## config.mk

```make
export PLATFORM = sky130hd
export DESIGN_NAME = pdma_tx_chan
export DESIGN_NICKNAME = d
export VERILOG_FILES = /design/src/rtl/pdma_pkg.sv /design/src/rtl/pdma_serializer.sv /design/src/rtl/pdma_walker.sv /design/src/rtl/pdma_cmpl.sv /design/src/rtl/pdma_tx_chan.sv
export SDC_FILE = /design/constraint.sdc
export NUM_CORES = 1
export LEC_CHECK = 0
export CAP_MARGIN = 5
export CORE_UTILIZATION = 50
export CTS_CLUSTER_DIAMETER = 80
export DETAILED_ROUTE_END_ITERATION = 16
export DONT_BUFFER_PORTS = 1
export GPL_TIMING_DRIVEN = 1
export PLACE_DENSITY = 0.71
export SYNTH_ARGS = -nofsm -noshare
export SYNTH_HDL_FRONTEND = slang
export SYNTH_SLANG_ARGS = --single-unit
export TNS_END_PERCENT = 10
```

## constraint.sdc

```tcl
create_clock -name clk -period 8.4 [get_ports clk]
set_input_delay 1.68 -clock clk [delete_from_list [all_inputs] [get_ports clk]]
set_output_delay 1.68 -clock clk [all_outputs]
set_load 0.05 [all_outputs]
```

## src/rtl/pdma_pkg.sv

```systemverilog
`timescale 1ns/1ps
package pdma_pkg;
  localparam int MODE_SOP_BIT = 31;
  localparam int MODE_EOP_BIT = 30;
  localparam int MODE_OWN_BIT = 29;
  localparam int MODE_EOQ_BIT = 28;
  localparam int LEN_BITS     = 11;
  localparam int DESC_WORDS   = 4;

  typedef enum logic [1:0] {
    W_IDLE  = 2'd0,
    W_FETCH = 2'd1,
    W_SEND  = 2'd2,
    W_WB    = 2'd3
  } walk_st_e;
endpackage

```

## src/rtl/pdma_serializer.sv

```systemverilog
`timescale 1ns/1ps
module pdma_serializer #(
  parameter int LW        = 11,
  parameter int MIN_FRAME = 60
) (
  input  logic          clk,
  input  logic          rst_n,
  input  logic          clr,
  input  logic          start,
  input  logic [LW-1:0] len,
  input  logic          word_vld,
  input  logic [31:0]   word_data,
  output logic          word_req,
  output logic [LW-3:0] word_idx,
  input  logic          tx_ready,
  output logic          tx_valid,
  output logic [7:0]    tx_data,
  output logic          tx_first,
  output logic          tx_last,
  output logic          done
);
  localparam logic [LW-1:0] MINF = LW'(MIN_FRAME);

  logic          active, wfull, pend;
  logic [LW-1:0] lenq, total, bidx;
  logic [31:0]   word;
  logic          need_word, pad_word, fire;
  logic [31:0]   shifted;

  assign need_word = active && !wfull && !pend;
  assign pad_word  = (bidx >= lenq);
  assign word_req  = need_word && !pad_word;
  assign word_idx  = bidx[LW-1:2];

  assign shifted   = word >> {bidx[1:0], 3'b000};
  assign tx_valid  = wfull;
  assign tx_data   = (bidx < lenq) ? shifted[7:0] : 8'h00;
  assign tx_first  = (bidx == '0);
  assign tx_last   = (bidx == total - LW'(1));
  assign fire      = wfull && tx_ready;
  assign done      = fire && tx_last;

  always_ff @(posedge clk or negedge rst_n) begin
    if (!rst_n) begin
      active <= 1'b0; wfull <= 1'b0; pend <= 1'b0;
      lenq <= '0; total <= '0; bidx <= '0; word <= '0;
    end else if (clr) begin
      active <= 1'b0; wfull <= 1'b0; pend <= 1'b0;
      bidx <= '0;
    end else if (start) begin
      active <= 1'b1;
      lenq   <= len;
      total  <= (len < MINF) ? MINF : len;
      bidx   <= '0;
      wfull  <= 1'b0;
      pend   <= 1'b0;
    end else begin
      if (need_word && pad_word) begin
        word  <= '0;
        wfull <= 1'b1;
      end
      if (word_req) pend <= 1'b1;
      if (word_vld) begin
        word  <= word_data;
        wfull <= 1'b1;
        pend  <= 1'b0;
      end
      if (fire) begin
        bidx <= bidx + LW'(1);
        if (bidx[1:0] == 2'b11 || tx_last) wfull <= 1'b0;
        if (tx_last) active <= 1'b0;
      end
    end
  end
endmodule

```

## src/rtl/pdma_walker.sv

```systemverilog
`timescale 1ns/1ps
module pdma_walker
  import pdma_pkg::*;
#(
  parameter int AW = 16,
  parameter int LW = 11
) (
  input  logic          clk,
  input  logic          rst_n,
  input  logic          clr,
  input  logic          chan_en,
  input  logic          head_wr,
  input  logic [AW-1:0] head_wdata,
  output logic [AW-1:0] head_ptr,
  output logic          mem_req,
  output logic          mem_we,
  output logic [AW-1:0] mem_addr,
  output logic [31:0]   mem_wdata,
  input  logic [31:0]   mem_rdata,
  input  logic          word_req,
  input  logic [LW-3:0] word_idx,
  output logic          word_vld,
  output logic          ser_start,
  output logic [LW-1:0] ser_len,
  input  logic          ser_done,
  output logic          fin_vld,
  output logic [AW-1:0] fin_addr
);
  walk_st_e      st;
  logic [2:0]    fcnt;
  logic [AW-1:0] cur, nxt_q, buf_q;
  logic [LW-1:0] len_q;
  logic [31:0]   mode_q, wb_word;
  logic          rvld_q, start_q;

  assign head_ptr  = cur;
  assign word_vld  = rvld_q;
  assign ser_start = start_q;
  assign ser_len   = len_q;
  assign fin_vld   = (st == W_WB);
  assign fin_addr  = cur;

  always_comb begin
    wb_word = mode_q;
    wb_word[MODE_OWN_BIT] = 1'b0;
    wb_word[MODE_EOQ_BIT] = (nxt_q == '0);
  end

  always_comb begin
    mem_req   = 1'b0;
    mem_we    = 1'b0;
    mem_addr  = cur;
    mem_wdata = '0;
    unique case (st)
      W_FETCH: begin
        mem_req  = (fcnt == 3'd0) ? chan_en : (fcnt < 3'd4);
        mem_addr = cur + AW'(fcnt);
      end
      W_SEND: begin
        mem_req  = word_req;
        mem_addr = buf_q + AW'(word_idx);
      end
      W_WB: begin
        mem_req   = 1'b1;
        mem_we    = 1'b1;
        mem_addr  = cur + AW'(DESC_WORDS - 1);
        mem_wdata = wb_word;
      end
      default: ;
    endcase
  end

  always_ff @(posedge clk or negedge rst_n) begin
    if (!rst_n) begin
      st <= W_IDLE; fcnt <= '0; cur <= '0; nxt_q <= '0; buf_q <= '0;
      len_q <= '0; mode_q <= '0; rvld_q <= 1'b0; start_q <= 1'b0;
    end else if (clr) begin
      st <= W_IDLE; fcnt <= '0; cur <= '0;
      rvld_q <= 1'b0; start_q <= 1'b0;
    end else begin
      start_q <= 1'b0;
      rvld_q  <= (st == W_SEND) && word_req;
      unique case (st)
        W_IDLE: begin
          if (head_wr && head_wdata != '0) begin
            cur  <= head_wdata;
            fcnt <= '0;
            st   <= W_FETCH;
          end
        end
        W_FETCH: begin
          if (fcnt == 3'd0) begin
            if (chan_en) fcnt <= 3'd1;
          end else begin
            fcnt <= fcnt + 3'd1;
            case (fcnt)
              3'd1: nxt_q <= mem_rdata[AW-1:0];
              3'd2: buf_q <= mem_rdata[AW-1:0];
              3'd3: len_q <= mem_rdata[LW-1:0];
              default: begin
                mode_q <= mem_rdata;
                fcnt   <= '0;
                if (!mem_rdata[MODE_OWN_BIT]) begin
                  cur <= '0;
                  st  <= W_IDLE;
                end else begin
                  start_q <= 1'b1;
                  st      <= W_SEND;
                end
              end
            endcase
          end
        end
        W_SEND: begin
          if (ser_done) st <= W_WB;
        end
        default: begin
          fcnt <= '0;
          if (nxt_q == '0) begin
            cur <= '0;
            st  <= W_IDLE;
          end else begin
            cur <= nxt_q;
            st  <= W_FETCH;
          end
        end
      endcase
    end
  end
endmodule

```

## src/rtl/pdma_cmpl.sv

```systemverilog
`timescale 1ns/1ps
module pdma_cmpl #(
  parameter int AW = 16
) (
  input  logic          clk,
  input  logic          rst_n,
  input  logic          clr,
  input  logic          cp_wr,
  input  logic [AW-1:0] cp_wdata,
  input  logic          fin_vld,
  input  logic [AW-1:0] fin_addr,
  output logic          irq
);
  logic [AW-1:0] cp_q, done_q;

  assign irq = (cp_q != done_q);

  always_ff @(posedge clk or negedge rst_n) begin
    if (!rst_n) begin
      cp_q <= '0; done_q <= '0;
    end else if (clr) begin
      cp_q <= '0; done_q <= '0;
    end else begin
      if (cp_wr)   cp_q   <= cp_wdata;
      if (fin_vld) done_q <= fin_addr;
    end
  end
endmodule

```

## src/rtl/pdma_tx_chan.sv

```systemverilog
`timescale 1ns/1ps
module pdma_tx_chan
  import pdma_pkg::*;
#(
  parameter int AW          = 16,
  parameter int MIN_FRAME   = 60,
  parameter int SRST_CYCLES = 4
) (
  input  logic          clk,
  input  logic          rst_n,
  input  logic          chan_en,
  input  logic          head_wr,
  input  logic [AW-1:0] head_wdata,
  output logic [AW-1:0] head_ptr,
  input  logic          cp_wr,
  input  logic [AW-1:0] cp_wdata,
  output logic          cmpl_irq,
  input  logic          srst_wr,
  output logic          srst_busy,
  output logic          mem_req,
  output logic          mem_we,
  output logic [AW-1:0] mem_addr,
  output logic [31:0]   mem_wdata,
  input  logic [31:0]   mem_rdata,
  output logic          tx_valid,
  input  logic          tx_ready,
  output logic [7:0]    tx_data,
  output logic          tx_first,
  output logic          tx_last
);
  localparam int LW  = LEN_BITS;
  localparam int SCW = $clog2(SRST_CYCLES + 1);

  logic [SCW-1:0] srst_cnt;
  logic           clr;
  logic           word_req, word_vld, ser_start, ser_done, fin_vld;
  logic [LW-3:0]  word_idx;
  logic [LW-1:0]  ser_len;
  logic [AW-1:0]  fin_addr;

  assign srst_busy = (srst_cnt != '0);
  assign clr       = srst_busy;

  always_ff @(posedge clk or negedge rst_n) begin
    if (!rst_n)                     srst_cnt <= '0;
    else if (srst_wr && !srst_busy) srst_cnt <= SCW'(SRST_CYCLES);
    else if (srst_busy)             srst_cnt <= srst_cnt - SCW'(1);
  end

  pdma_walker #(.AW(AW), .LW(LW)) u_walk (
    .clk, .rst_n, .clr, .chan_en,
    .head_wr(head_wr && !srst_busy), .head_wdata, .head_ptr,
    .mem_req, .mem_we, .mem_addr, .mem_wdata, .mem_rdata,
    .word_req, .word_idx, .word_vld,
    .ser_start, .ser_len, .ser_done,
    .fin_vld, .fin_addr
  );

  pdma_serializer #(.LW(LW), .MIN_FRAME(MIN_FRAME)) u_ser (
    .clk, .rst_n, .clr,
    .start(ser_start), .len(ser_len),
    .word_vld, .word_data(mem_rdata), .word_req, .word_idx,
    .tx_ready, .tx_valid, .tx_data, .tx_first, .tx_last,
    .done(ser_done)
  );

  pdma_cmpl #(.AW(AW)) u_cmpl (
    .clk, .rst_n, .clr,
    .cp_wr, .cp_wdata, .fin_vld, .fin_addr,
    .irq(cmpl_irq)
  );
endmodule

```

Word-level counts from Yosys, hierarchy flattened
Cells that the tools add are included.
- flip-flop bits (word level): 201
- bits of input ports: 71
- output and inout port bits: 79
- word-level logic and storage cells: 149
- shift operators: 1
- add/subtract/negate cells: 7
- reductions and logical operators: 39
- muxes and demuxes: 59
- eq/ne operators: 16
- magnitude comparators: 4
- bitwise logic cells: 4
- operator list (cell ; count):
    2-to-1 mux 16 bit ; 10
    2-to-1 mux 32 bit ; 3
    one-hot mux 16 bit (3 select lines) ; 2
    2-to-1 mux 11 bit ; 4
    right shift 32 x 5 -> 8 bit ; 1
    2-to-1 mux 1 bit ; 23
    2-to-1 mux 3 bit ; 7
    AND reduction 4 bit ; 5
    adder 16 x 2 -> 16 bit, second input constant ; 1
    adder 16 x 3 -> 16 bit ; 1
    adder 16 x 9 -> 16 bit ; 1
    logical NOT 16 bit ; 1
    inequality test 16 bit ; 1
    nonzero test 16 bit ; 1
    2-to-1 mux 2 bit ; 6
    inequality test 3 bit, second input constant ; 4
    adder 11 x 1 -> 11 bit, second input constant ; 1
    equality test 11 bit ; 1
    >= comparator 11 bit ; 1
    logical NOT 11 bit ; 1
    < comparator 11 bit ; 1
    < comparator 11 x 6 -> 1 bit, second input constant ; 1
    subtractor 11 x 1 -> 11 bit, second input constant ; 1
    logical AND 1 bit ; 10
    26 further kinds ; 42

Logic depth before layout (Yosys ltp)
- depth in word-level cells: 10
- depth in mapped cells: 13
- mapped depth without buffers: 10

Cells and area by module
From an unflattened synthesis, not the netlist that was laid out.
- cells, all modules: 960
- area, all modules: 10641.5 sq um
- by module, submodules not included (module ; sequential area each (sq um) ; area an instance (sq um) ; cells each ; instances):
    pdma_walker ; 2402.3 ; 5421.4 ; 480 ; 1
    pdma_serializer ; 1701.6 ; 3558.4 ; 340 ; 1
    pdma_cmpl ; 800.8 ; 1477.7 ; 124 ; 1
    pdma_tx_chan ; 75.1 ; 183.9 ; 16 ; 1

Worst setup path before layout
No wires, ideal clock.
- path type: reg2out
- from: reg u_walk.st[0]
- to: out mem_addr[10]
- cell stages (with the launch flop): 13
- path buffers: 3
- data required time: 6.720 ns
- arrival time: 3.796 ns
- setup slack: 2.924 ns
- path through: dfrtp_1 -> clkbuf_1 -> nand2_1 -> clkbuf_1 -> clkinv_1 -> clkbuf_1 -> nor2_1 -> ha_1 -> a21o_1 -> nand4_1 -> xnor2_1 -> a21oi_1 -> nor3_1
- word-level cells in the longest chain between the ends: 2
- elaborated cells between the ends (all ways): 4
- those cells by class: eq/ne: 3; mux: 1
- RTL lines (item ; line ; RTL):
    start, declared ; pdma_walker.sv:29 ; walk_st_e st;
    start signal, assigned ; pdma_walker.sv:75 ; st <= W_IDLE; fcnt <= '0; cur <= '0; nxt_q <= '0; buf_q <= '0;
    start signal, assigned ; pdma_walker.sv:78 ; st <= W_IDLE; fcnt <= '0; cur <= '0;
    start signal, assigned ; pdma_walker.sv:88 ; st <= W_FETCH;
    equality test 2 bit or equality test 2 x 1 -> 1 bit (tied branches) ; pdma_walker.sv:54 ; unique case (st)
    one-hot mux 16 bit (3 select lines) (*) ; pdma_walker.sv:54 ;
    end, declared ; pdma_tx_chan.sv:22 ; output logic [AW-1:0] mem_addr,
Mark *: on every way between the ends. The rest lies on a longest branch, timed or not.

Worst setup path in the final report
- from: reg u_walk.st[1]
- to: out mem_addr[9]
The elaborated chain is that of the path after synthesis.

==> results.py <==
metrics = {
    "status": {
        "outcome": "completed",
    },
    "die": {
        "io_pins": 150,
        "start_util_pct": 51.7,
        "die_h_um": 148,
        "core_sq_mm": 0.0206,
        "die_area_sq_mm": 0.0219,
        "core.rowCount": 52,
        "die_x_um": 148,
    },
    "synthesis": {
        "postSynthCellCount": 1017,
        "async_reset_ff_share_pct": 100,
        "synth_ff_type": "dfrtp_1",
        "synth_top_cells_by_area": "dfrtp_1 (47%), mux2_1 (6.4%), ha_1 (3.9%)",
        "yosysWarnings": 0,
        "synth.ff_latch_count": 199,
        "synth_top_area_share_pct": 46.8,
        "syn_area_per_cell_sq_um": 10.5,
        "yosysTopAreaCell": "dfrtp_1",
        "synth_cell_types": 77,
        "synth_nets": 1123,
        "ys_seq_area_share_pct": 46.8,
        "synth-edff-count": 0,
        "synthesis.area_sq_mm": 0.0106,
    },
    "clocking": {
        "cts.sinks": 199,
        "postCtsHoldBufs": 0,
        "clkLatencyLatePin_ps": 450,
        "cts_root_buffer": "clkbuf_16",
        "cts_buffers": 17,
        "cts_max_path_buffers": 2,
        "postCtsSetupRepairBufs": 0,
        "cts_htree_levels": 4,
        "post_cts_resized": 0,
        "clk_pin_slew_worst_paths_ps": 80,
        "cts_tree": "yes",
    },
    "pwr": {
        "p_per_area_mw_per_mm2": 211,
        "peakVddDrop_uv": 143,
        "sw_frac_of_total_pct": 36.9,
        "p_seq_share_pct": 46.3,
        "power_leakage_nw": 5.54,
        "p_switching_mw": 0.885,
        "clockPowerShare_pct": 34.5,
        "combPwrFrac_pct": 19.2,
        "p_int_mw": 1.52,
    },
    "global_route": {
        "antenna_found_initial": 0,
        "use_met2_pct": 39.9,
        "met3_usage_pct": 6.94,
        "overflow": 0,
        "grt_max_degree": 200,
        "grt_pass1_vias": 7621,
        "grt_pass1_wl_um": 43600,
        "grt_busiest_layer": "met2",
        "grt.total_usage_pct": 26.0,
        "grt_use_met1_pct": 35.9,
    },
    "timing": {
        "setup_tns_ps": 0,
        "period_needed_ps": 6390,
        "max_slew_margin_pct": 20.6,
        "worst_pin_slew_ps": 1210,
        "worst_slack_ps": 2010,
        "fin_skew_ps": 21.4,
        "timing_hold_violations_final": 0,
        "drv_slew": 0,
        "setup_viol": 0,
        "rsz0062_at_grt": "false",
        "timing.fmax_mhz": 156,
        "post-route-period-util_pct": 76.1,
    },
    "place": {
        "hpwl_um": 18900,
        "place_area_sq_mm": 0.0108,
        "gpl.final_weighted_congestion": 0.911,
        "place_inst": 1236,
        "pre_cts_ws_ps": 2490,
        "numPortBuffers": 0,
    },
    "route": {
        "wl_per_cell_um": 21.4,
        "route.vias.total": 7829,
        "wirelength_um": 27100,
        "drt_first_pass_iters": 4,
        "drtIter0Drc": 642,
        "postRouteAntennaNets": 0,
        "viasPerCell": 6.18,
        "drc": 0,
    },
    "setup_path": {
        "critPathLaunchType": "register",
        "worstSetupPathType": "register to output port",
        "end_kind": "output port",
        "arrival_ps": 4710,
        "crit_fanout": 64,
        "cp.required_ps": 6720,
    },
    "cells_and_area": {
        "final_area_sq_mm": 0.0114,
        "nFillCells": 1809,
        "drive_above_1_share_pct": 9.63,
        "num_antenna_cells": 0,
        "layout_commonest_cell": "dfrtp_1",
        "area_growth_pct": 7.08,
        "fin_cells": 1267,
        "final_nets": 1091,
        "layout_common_cells": "dfrtp_1 (198), nand2_1 (106), nor2_1 (66), mux2_1 (60), a21oi_1 (47)",
    },
    "worst_hold_path": {
        "holdCritPathClass": "register to register",
    },
    "run": {
        "cap_violations": 0,
    },
}
-- layout make-up --
class                      instances  area (sq um)  area share [%]
sequential                       199          4980            43.7
clock inverter                    14           174            1.53
clock buffer                      17           425            3.73
tap                              270           338            2.97
timing repair buffer               8          60.1           0.527
multi-input combinational        726          5290            46.4
inverter                          33           124            1.09
-- synthesized netlist by cell type, drive strengths merged, types with 3 or more instances --
| cell type | instances |
|---|---|
| mux4 | 8 |
| inv | 32 |
| nand3 | 26 |
| o21ai | 41 |
| nor2 | 68 |
| mux2i | 27 |
| a31oi | 5 |
| nor3 | 15 |
| xnor2 | 16 |
| ha | 33 |
| a22oi | 16 |
| xor2 | 32 |
| nand4 | 10 |
| and2 | 6 |
| and3 | 36 |
| dfrtp | 199 |
| a22o | 33 |
| a21o | 7 |
| o211ai | 4 |
| nor4 | 16 |
| nand3b | 3 |
| nand2 | 106 |
| nor2b | 15 |
| o31ai | 4 |
| buf | 27 |
| a21oi | 47 |
| mux2 | 91 |
| a211oi | 6 |
| nand2b | 7 |
| or3 | 7 |
| clkbuf | 32 |
-- critical path: stages, from the launching register on --
cell,delay (ps)
dfrtp_2,390
buf_4,300
nand2_1,590
clkinv_1,880
nor2_1,300
ha_1,300
a21oi_1,390
nor4b_2,140
nand3_1,110
mux2_2,340
o21ai_1,500
-- through the flow --
step,hold slack [ps],total power [mW],util [%]
floorplan,450,1.49,-
global placement,461,1.58,52.5
detailed placement,467,1.59,52.5
CTS,490,2.41,55.4
global route,506,2.49,55.4
finish,486,2.40,55.4
-- layer usage --
layer  vias to the layer above  share of wire [%]
met5                         -                  0
met4                         0                2.0
met3                        51                8.7
met2                       324                 46
met1                      3884                 43
li1                       3570                  -
-- registers in the layout, indices dropped and copies added, names as in the netlist --
name / count
u_walk.word_vld: 1
u_walk.nxt_q: 16
u_ser.total: 11
srst_cnt: 3
u_walk.ser_start: 1
u_walk.ser_len: 11
u_ser.active: 1
u_ser.tx_valid: 1
u_ser.pend: 1
u_walk.mode_q: 30
u_cmpl.cp_q: 16
u_ser.lenq: 11
u_walk.fcnt: 3
u_walk.fin_addr: 16
u_ser.word: 32
u_ser.bidx: 11
u_cmpl.done_q: 16
u_walk.st: 2
u_walk.buf_q: 16
-- power by group through the flow --
stage	logic (mW)	registers, mW	clock network [mW]
global placement	0.453	1.13	0
finish	0.461	1.11	0.828
CTS	0.460	1.11	0.843
global route	0.494	1.12	0.878
detailed placement	0.459	1.13	0
floorplan	0.383	1.11	0
-- cell families after synthesis --
kind of cell	after synthesis	synth area share, %
simple gates	327	15.2
flops	199	46.8
compound gates	189	12.2
mux	126	13.9
buf+inv	92	3.68
xor+xnor	48	3.95
fa+ha+maj	35	4.26
other cells	1	0.0353
-- path summary, 6_finish.rpt --
path                                       to               from  cells after the start  slack, ps
setup / recovery                  mem_addr[9]       u_walk.st[1]                     10       2010
hold / removal              u_walk.mode_q[18]  u_walk.mode_q[18]                      1        490
setup reg to reg           u_walk.fin_addr[5]        srst_cnt[0]                      9       4930
hold reg to reg             u_walk.mode_q[18]  u_walk.mode_q[18]                      1        490
max in group asynchronous      u_cmpl.cp_q[4]              rst_n                      0       7180
min in group asynchronous   u_walk.mode_q[26]              rst_n                      0        930
Power figures use the tool's default switching activity.
